### config.mk
export PLATFORM = sky130hd
export DESIGN_NAME = alu4_slice
export DESIGN_NICKNAME = d
export VERILOG_FILES = /design/src/rtl/alu4_pkg.sv /design/src/rtl/alu4_bit_terms.sv /design/src/rtl/alu4_lookahead.sv /design/src/rtl/alu4_result.sv /design/src/rtl/alu4_slice.sv
export SDC_FILE = /design/constraint.sdc
export NUM_CORES = 1
export LEC_CHECK = 0
export ABC_CLOCK_PERIOD_IN_PS = 3100
export BUFFER_PORTS_ARGS = -buffer_cell sky130_fd_sc_hd__buf_2
export CAP_MARGIN = 5
export CORE_MARGIN = 10
export CORE_UTILIZATION = 29
export DETAILED_ROUTE_END_ITERATION = 16
export PLACE_DENSITY_LB_ADDON = 0.1
export SYNTH_ARGS = -nofsm -noshare
export SYNTH_HDL_FRONTEND = slang
export SYNTH_HIERARCHICAL = 1
export SYNTH_SLANG_ARGS = --single-unit
### constraint.sdc
create_clock -name vclk -period 3.1
set_input_delay 0.62 -clock vclk [all_inputs]
set_output_delay 0.62 -clock vclk [all_outputs]
set_load 0.05 [all_outputs]
### src/rtl/alu4_pkg.sv
package alu4_pkg;
  localparam int SLICE_W = 4;
  localparam int SEL_W   = 4;
  // function-code bit roles in the per-bit word formation
  localparam int SEL_X_B  = 0;
  localparam int SEL_X_NB = 1;
  localparam int SEL_Y_NB = 2;
  localparam int SEL_Y_B  = 3;
  typedef logic [SEL_W-1:0] fsel_t;
endpackage

### src/rtl/alu4_bit_terms.sv
module alu4_bit_terms
  import alu4_pkg::*;
#(
  parameter int W = SLICE_W
) (
  input  logic [W-1:0] a,
  input  logic [W-1:0] b,
  input  fsel_t        sel,
  output logic [W-1:0] prop,
  output logic [W-1:0] gen,
  output logic [W-1:0] half
);
  for (genvar i = 0; i < W; i++) begin : g_bit
    logic xw, yw;
    assign xw = a[i] | (b[i] & sel[SEL_X_B]) | (~b[i] & sel[SEL_X_NB]);
    assign yw = (a[i] & b[i] & sel[SEL_Y_B]) | (a[i] & ~b[i] & sel[SEL_Y_NB]);
    assign prop[i] = xw;
    assign gen[i]  = yw;
    assign half[i] = xw ^ yw;
  end
endmodule

### src/rtl/alu4_lookahead.sv
module alu4_lookahead #(
  parameter int W = 4
) (
  input  logic [W-1:0] prop,
  input  logic [W-1:0] gen,
  input  logic         cin,
  output logic [W-1:0] cbit,
  output logic         cout,
  output logic         gp,
  output logic         gg
);
  logic [W:0] carry;

  // each carry as a flat sum of products of the bit terms
  always_comb begin
    logic acc, term;
    carry[0] = cin;
    for (int i = 1; i <= W; i++) begin
      acc = cin;
      for (int k = 0; k < i; k++) acc = acc & prop[k];
      for (int j = 0; j < i; j++) begin
        term = gen[j];
        for (int k = j + 1; k < i; k++) term = term & prop[k];
        acc = acc | term;
      end
      carry[i] = acc;
    end
  end

  always_comb begin
    logic acc, term;
    acc = 1'b0;
    for (int j = 0; j < W; j++) begin
      term = gen[j];
      for (int k = j + 1; k < W; k++) term = term & prop[k];
      acc = acc | term;
    end
    gg = acc;
    gp = &prop;
  end

  assign cbit = carry[W-1:0];
  assign cout = carry[W];
endmodule

### src/rtl/alu4_result.sv
module alu4_result #(
  parameter int W = 4
) (
  input  logic [W-1:0] half,
  input  logic [W-1:0] cbit,
  input  logic         lmode,
  output logic [W-1:0] f,
  output logic         eq
);
  for (genvar i = 0; i < W; i++) begin : g_out
    assign f[i] = lmode ? ~half[i] : (half[i] ^ cbit[i]);
  end
  assign eq = &f;
endmodule

### src/rtl/alu4_slice.sv
module alu4_slice
  import alu4_pkg::*;
(
  input  logic [SLICE_W-1:0] op_a,
  input  logic [SLICE_W-1:0] op_b,
  input  logic [SEL_W-1:0]   fsel,
  input  logic               logic_mode,
  input  logic               carry_in_n,
  output logic [SLICE_W-1:0] res,
  output logic               carry_out_n,
  output logic               grp_prop,
  output logic               grp_gen,
  output logic               all_ones
);
  localparam int W = SLICE_W;

  logic [W-1:0] p_w, g_w, h_w, c_w;
  logic         c_top;

  alu4_bit_terms #(.W(W)) u_terms (
    .a(op_a), .b(op_b), .sel(fsel),
    .prop(p_w), .gen(g_w), .half(h_w)
  );

  alu4_lookahead #(.W(W)) u_la (
    .prop(p_w), .gen(g_w), .cin(~carry_in_n),
    .cbit(c_w), .cout(c_top), .gp(grp_prop), .gg(grp_gen)
  );

  alu4_result #(.W(W)) u_res (
    .half(h_w), .cbit(c_w), .lmode(logic_mode),
    .f(res), .eq(all_ones)
  );

  assign carry_out_n = ~c_top;
endmodule

After elaboration in Yosys (flattened, before gate mapping)
Cells that the tools add are included. Widths: inputs -> output; s select.

Register bits after elaboration: 0. Input port bits: 14. Output and inout port bits: 8. Word-level logic and storage cells: 83.

Mux-type cells: 4. Bitwise logic cells: 77. Reductions and logical operators: 2.

Operator list (count): $and 1x1->1 (34); $or 1x1->1 (25); $not 1->1 (10); $reduce_and 4->1 (2); $xor 1x1->1 (8); $mux 1 (4).

Logic depth before layout (Yosys ltp)
Gate-level depths: netlist (run 1).

Word-level depth: 12. Gate-level depth with buffers: 10. Depth with buffers taken out: 9.

By module
Netlist (run 1), hierarchy kept.

Modules (own cells, without submodules): alu4_bit_terms (instances 1, cells an instance 30, area each 297.8 µm², sequential area each 0.0 µm²); alu4_lookahead (instances 1, cells an instance 11, area each 67.6 µm², sequential area each 0.0 µm²); alu4_result (instances 1, cells an instance 9, area each 58.8 µm², sequential area each 0.0 µm²); alu4_slice (instances 1, cells an instance 2, area each 7.5 µm², sequential area each 0.0 µm²).

Worst setup path before layout (run 1)
OpenSTA, ideal clock, no wires.

Path type: input-to-output. From: in fsel[1]. To: out all_ones. Arrival time: 2864 ps. Data required time: 2480 ps. Setup slack: -384 ps. Stages on the path: 10. Buffers on the path: 1. Cell sequence: nor2b_1 a211o_1 buf_4 a21o_1 a21oi_2 inv_2 a21o_1 nor2_1 xnor2_1 and4_1.

Elaborated cells between the ends (all ways): 37. Those cells by class: mux (4); bitwise (32); reduce/logical (1).

RTL lines: from (decl) (line alu4_slice.sv:6) `input logic [SEL_W-1:0] fsel,`; $and 1x1->1 (line alu4_bit_terms.sv:15) `assign xw = a[i] | (b[i] & sel[SEL_X_B]) | (~b[i] & sel[SEL_X_NB]);`; $or 1x1->1 (line alu4_bit_terms.sv:15); named net u_terms.g_bit[0].xw (line alu4_bit_terms.sv:14) `logic xw, yw;`; $and 1x1->1 (line alu4_lookahead.sv:20) `for (int k = 0; k < i; k++) acc = acc & prop[k];`; $or 1x1->1 (line alu4_lookahead.sv:24) `acc = acc | term;`; named net c_w[1] (line alu4_slice.sv:17) `logic [W-1:0] p_w, g_w, h_w, c_w;`; $xor 1x1->1 (line alu4_result.sv:11) `assign f[i] = lmode ? ~half[i] : (half[i] ^ cbit[i]);`; $mux 1 (line alu4_result.sv:11); $reduce_and 4->1 (line alu4_result.sv:13) `assign eq = &f;`; to (decl) (line alu4_slice.sv:13) `output logic all_ones`.

The timed path passes the listed nets, and every way through them passes these cells.

Worst setup path after layout (run 1)
From: in fsel[1]. To: out all_ones.

Elaborated cells between the ends (all ways): 37. Those cells by class: mux (4); bitwise (32); reduce/logical (1).

RTL lines (line): $and 1x1->1 (alu4_bit_terms.sv:15); $or 1x1->1 (alu4_bit_terms.sv:15); named net p_w[0] (alu4_slice.sv:17); $and 1x1->1 (alu4_lookahead.sv:20); $or 1x1->1 (alu4_lookahead.sv:24); named net c_w[1] (alu4_slice.sv:17); $xor 1x1->1 (alu4_result.sv:11); $mux 1 (alu4_result.sv:11); $reduce_and 4->1 (alu4_result.sv:13).

The timed path passes the listed nets, and every way through them passes these cells.

==> results of run 1 <==
## routing by layer
| metal | vias up | GRT usage |
|---|---|---|
| li1 | 220 | - |
| met1 | 175 | 0.0797 |
| met2 | 19 | 0.106 |
| met3 | 0 | 0.0215 |
| met4 | 0 | 0 |
| met5 | - | 0 |
## worst max-delay path: stages
cell,delay [ns]
buf_2,0.10
nor2b_1,0.12
a211o_1,0.29
a21o_1,0.19
a21oi_2,0.17
inv_2,0.05
a21o_1,0.20
nor2_4,0.13
xnor2_4,0.12
and4_4,0.23
buf_6,0.15
## placed cells by master, fill, tap and decap left out
master   count
nor2_4       1
xnor2_4      1
nor2_1       3
and4_1       1
buf_6        1
nor2b_1      8
a21o_1       2
o21ai_0      2
and4_4       1
inv_2        2
buf_2       21
mux4_1       4
xnor2_2      3
a21oi_2      1
buf_4        5
a21oi_1      2
mux2i_1      4
inv_1        3
a211o_1      4
nand2_1      1
## layout make-up
| class | count | area share |
|---|---|---|
| Tap cell | 15 | 0.0319 |
| Inverter | 5 | 0.0319 |
| Timing Repair Buffer | 27 | 0.262 |
| Multi-Input combinational cell | 38 | 0.674 |
## kinds of logic (layout without fill, tap and decap cells)
| group | count (synthesis) | count (layout) | share of synthesized area |
|---|---|---|---|
| simple gates | 15 | 15 | 0.200 |
| mux | 8 | 8 | 0.336 |
| buf+inv | 14 | 32 | 0.200 |
| xor+xnor | 4 | 4 | 0.0812 |
| compound gates | 11 | 11 | 0.183 |
## power groups by stage
stage / clock [mW] / sequential [mW] / combinational, mW
floorplan: 0 / 0 / 0.127
global placement: 0 / 0 / 0.163
detailed placement: 0 / 0 / 0.162
CTS: 0 / 0 / 0.164
global route: 0 / 0 / 0.175
finish: 0 / 0 / 0.164
## worst max path at each step
stage,slack (ns),startpoint,to
floorplan,0.04,fsel[1],all_ones
global placement,-0.02,fsel[1],all_ones
detailed placement,-0.03,fsel[1],all_ones
CTS,0.03,fsel[1],all_ones
global route,0.005,fsel[1],all_ones
finish,0.11,fsel[1],all_ones
## stage by stage
| step | cell area, um2 | power [mW] | std cells | hold WS (ns) |
|---|---|---|---|---|
| 4_1_cts | 579 | 0.164 | 85 | 1.77 |
| 6_report | 588 | 0.164 | 85 | 1.76 |
| 2_1_floorplan | 478 | 0.127 | 52 | 1.48 |
| 3_5_place_dp | 577 | 0.162 | 85 | 1.77 |
| 3_3_place_gp | 577 | 0.163 | 85 | 1.76 |
| 5_1_grt | 588 | 0.175 | 85 | 1.79 |
## timing repair
action                                  4_1_cts  5_1_grt
cloned                                        0        0
endpoints found under the setup margin        1        1
gates resized for setup                       1        2
==> flow_summary.json, run 1 <==
{
  "avgSynthCellArea_um2": 8.30,
  "cts_hold_buffers": 0,
  "fin_crit_sh": 0.964,
  "leakagePower_nw": 0.307,
  "place_ws_ns": -0.0264,
  "critical_path.startpoint_type": "primary input",
  "fillers": 133,
  "p_clk_frac": 0,
  "drc": 0,
  "hp-start": "logic_mode",
  "antenna_found_initial": 0,
  "fp-row-count": 13,
  "comb_power_share": 1.000,
  "fin_ws_ns": 0.113,
  "nets": 86,
  "synth_nets": 66,
  "hold_path_end": "res[3]",
  "pin_count": 22,
  "yosysUniqueCellTypes": 15,
  "yosysSeqAreaShare": 0,
  "max_slew.worst_pin.slew_ns": 0.261,
  "die_y_um": 58.6,
  "postSynthCellCount": 52,
  "top_layer": "met3",
  "multi_input_area_um2": 397,
  "die_area_um2": 3430,
  "fin_crit_ns": 2.99,
  "synth.largest_area_cell": "mux4_1",
  "n_antenna_cell": 0,
  "wl_um": 1170,
  "fin_util": 0.436,
  "intPower_mw": 0.0617,
  "netSwitchingPower_mw": 0.102,
  "synthTopCellsByArea": "mux4_1, buf_4, nor2b_1",
  "fin_setup_tns_ns": 0,
  "num-clock-buffers": 0,
  "synth_top_area_share": 0.243,
  "timing.fmax_mhz": 335,
  "maxCapViolCount": 0,
  "ff_latch_area_um2": 0,
  "wl_met3_um": 112,
  "seq_cells": 0,
  "gr-total-overflow": 0,
  "port_buffers": 22,
  "vias": 414,
  "grt_pass1_wl_um": 1900,
  "synth_common_cells": "buf_4, nor2b_1",
  "rsz0062_at_grt": "no",
  "dr.pass1.iters": 4,
  "holdCritPathClass": "in -> out",
  "track_usage": 0.0629,
  "path_max_fanout": 2,
  "cts_setup_buffers": 0,
  "p_per_area_nw_per_um2": 279,
  "start_util": 0.320,
  "ir_worst_vdd_v": 0.0000920,
  "hold_viol_final": 0,
  "end_kind": "output pin",
  "maxSlewHeadroom": 0.827,
  "hold_depth": 4,
  "critPathRequiredTime_ns": 2.48,
  "dp_hpwl_um": 1050,
  "ant_nets": 0,
  "first_iter_violations": 3,
  "grt_pass1_vias": 445,
  "grt_start_max_net_pins": 8,
  "crit_type": "in -> out",
  "wl_per_cell_um": 13.7,
  "arrival_ns": 2.37,
  "wl_met2_um": 458,
  "drive_gt1_frac": 0.514,
  "design.core.area_um2": 1350,
  "yosysMostFrequentCell": "buf_4",
  "area_delta_synth_final_pct": 36.2,
  "outcome": "completed",
  "syn-cell-area_um2": 432,
  "maxSlewViolCount": 0,
  "wl_met1_um": 597,
  "seq_power_share": 0,
  "yosysWarnings": 6,
  "setup_viol": 0,
  "viasPerCell": 4.87,
  "dieWidth_um": 58.6,
  "sw_frac_of_total": 0.624,
  "gp_congestion": 0.712
}
Power figures use the tool's default switching activity.
==> run 2, diff against run 1 <==
--- a/config.mk
+++ b/config.mk
@@ -5,6 +5,7 @@
 export SDC_FILE = /design/constraint.sdc
 export NUM_CORES = 1
 export LEC_CHECK = 0
+export ABC_AREA = 1
 export ABC_CLOCK_PERIOD_IN_PS = 3100
 export BUFFER_PORTS_ARGS = -buffer_cell sky130_fd_sc_hd__buf_2
 export CAP_MARGIN = 5
==> flow_summary.json, run 2 <==
{
  "outcome": "completed",
  "cp_slowest_cell": "buf_2",
  "synth_compound_area_frac": 0.0613,
  "vias": 519,
  "fp-row-count": 14,
  "yosysWarnings": 6,
  "nets": 124,
  "drc": 0,
  "synth_adder_area_share": 0,
  "synth_nets": 109,
  "grt_pass1_wl_um": 1970,
  "critical_path.startpoint_type": "primary input",
  "placed_cells": 124,
  "grt_pass1_vias": 508,
  "synth_top_area_share": 0.176,
  "start_util": 0.308,
  "die_area_um2": 3630,
  "grt_start_max_net_pins": 6,
  "leakagePower_nw": 0.356,
  "p_per_area_nw_per_um2": 268,
  "synthTopCellsByArea": "inv_1, buf_4, nand2_1",
  "multi_input_area_um2": 333,
  "stdcell_count": 124,
  "setup_viol": 0,
  "fin_crit_ns": 2.71,
  "crit_chain": "buf_2, inv_2, nor2_1, nor2_2, inv_1, a21o_1, a21o_2, nor2_1, nor2_1, nor2_2, nand2_1, nor2_4, buf_2",
  "cts_resized": 0,
  "yosysUniqueCellTypes": 16,
  "rsz0062_at_grt": "no",
  "cp.depth": 13,
  "antenna_found_initial": 0,
  "track_usage": 0.0622,
  "synth_top_family_by_area": "simple AND/OR/NAND/NOR gates",
  "area_delta_synth_final_pct": 17.1,
  "maxSlewHeadroom": 0.833,
  "critPathRequiredTime_ns": 2.48,
  "gr-total-overflow": 0,
  "holdCritPathClass": "in -> out",
  "port_buffers": 22,
  "path_buf_inv": 4,
  "max_slew.worst_pin.slew_ns": 0.252,
  "fillers": 193,
  "maxSlewViolCount": 0,
  "ir_worst_vdd_v": 0.0000795,
  "n_antenna_cell": 0,
  "hold_depth": 4,
  "cts_hold_buffers": 0,
  "cp_top_family": "simple AND/OR/NAND/NOR gates",
  "seq_cells": 0,
  "dr.pass1.iters": 4,
  "synth.area.mux_share": 0,
  "pin_count": 22,
  "die_y_um": 60.2,
  "end_kind": "output pin",
  "arrival_ns": 2.09,
  "yosysSeqAreaShare": 0,
  "yosysMostFrequentCell": "inv_1",
  "synth-simple-area-share": 0.573,
  "num-clock-buffers": 0,
  "syn-cell-area_um2": 469,
  "synth_common_cells": "inv_1, nand2_1, nor2_1",
  "avgSynthCellArea_um2": 4.94,
  "crit_type": "in -> out",
  "slowest_delay_ns": 0.26,
  "timing.fmax_mhz": 369,
  "path_common_cell": "nor2_1",
  "cts_setup_buffers": 0,
  "wl_per_cell_um": 8.89,
  "maxCapViolCount": 0,
  "path_max_fanout": 4,
  "synth_xor_area_frac": 0.0373,
  "fin_setup_tns_ns": 0,
  "ant_nets": 0,
  "gp_congestion": 0.728,
  "ff_latch_area_um2": 0,
  "drive_gt1_frac": 0.380,
  "postSynthCellCount": 95,
  "hold_viol_final": 0,
  "dieWidth_um": 60.2,
  "synth.largest_area_cell": "inv_1",
  "first_iter_violations": 9,
  "fin_crit_sh": 0.874,
  "wl_um": 1100,
  "final_cell_mix": "inv_1, buf_2, nand2_1",
  "viasPerCell": 4.19,
  "design.core.area_um2": 1520,
  "dp_hpwl_um": 1050
}
[run 2: power by group]
group / internal, mW / total, mW / switching, mW
registers: 0 / 0 / 0
logic: 0.0423 / 0.147 / 0.105
clock network: 0 / 0 / 0
[run 2: final cells by class]
type                       count  area share
tap                           16      0.0364
timing repair buffer          22       0.200
multi-input combinational     63       0.606
inverter                      23       0.157
[run 2: cells by family (layout without fill, tap and decap cells)]
group           count (synthesis)  in the layout
xor+xnor                        2              2
compound gates                  4              4
buf+inv                        32             45
simple gates                   57             57
[run 2: layer usage]
layer / global-route usage / routed length (um) / vias up
li1: - / - / 296
met1: 0.0762 / 478 / 209
met2: 0.112 / 514 / 14
met3: 0.0148 / 109 / 0
met4: 0 / 0 / 0
met5: 0 / 0 / -
[run 2: path summary, 6_finish.rpt]
| check | from | slack, ns | endpoint |
|---|---|---|---|
| max | fsel[1] | 0.39 | all_ones |
| min | logic_mode | 1.77 | res[0] |
[run 2: stage by stage]
| step | util | hold slack [ns] | cell area [um2] | power (mW) | setup slack [ns] |
|---|---|---|---|---|---|
| 4_1_cts | 0.360 | 1.78 | 549 | 0.150 | 0.371 |
| 6_report | 0.360 | 1.77 | 549 | 0.147 | 0.392 |
| 5_1_grt | 0.360 | 1.81 | 549 | 0.163 | 0.232 |
| 3_3_place_gp | 0.360 | 1.77 | 549 | 0.149 | 0.383 |
| 2_1_floorplan | - | 1.50 | 487 | 0.124 | 0.0569 |
| 3_5_place_dp | 0.360 | 1.78 | 549 | 0.150 | 0.371 |
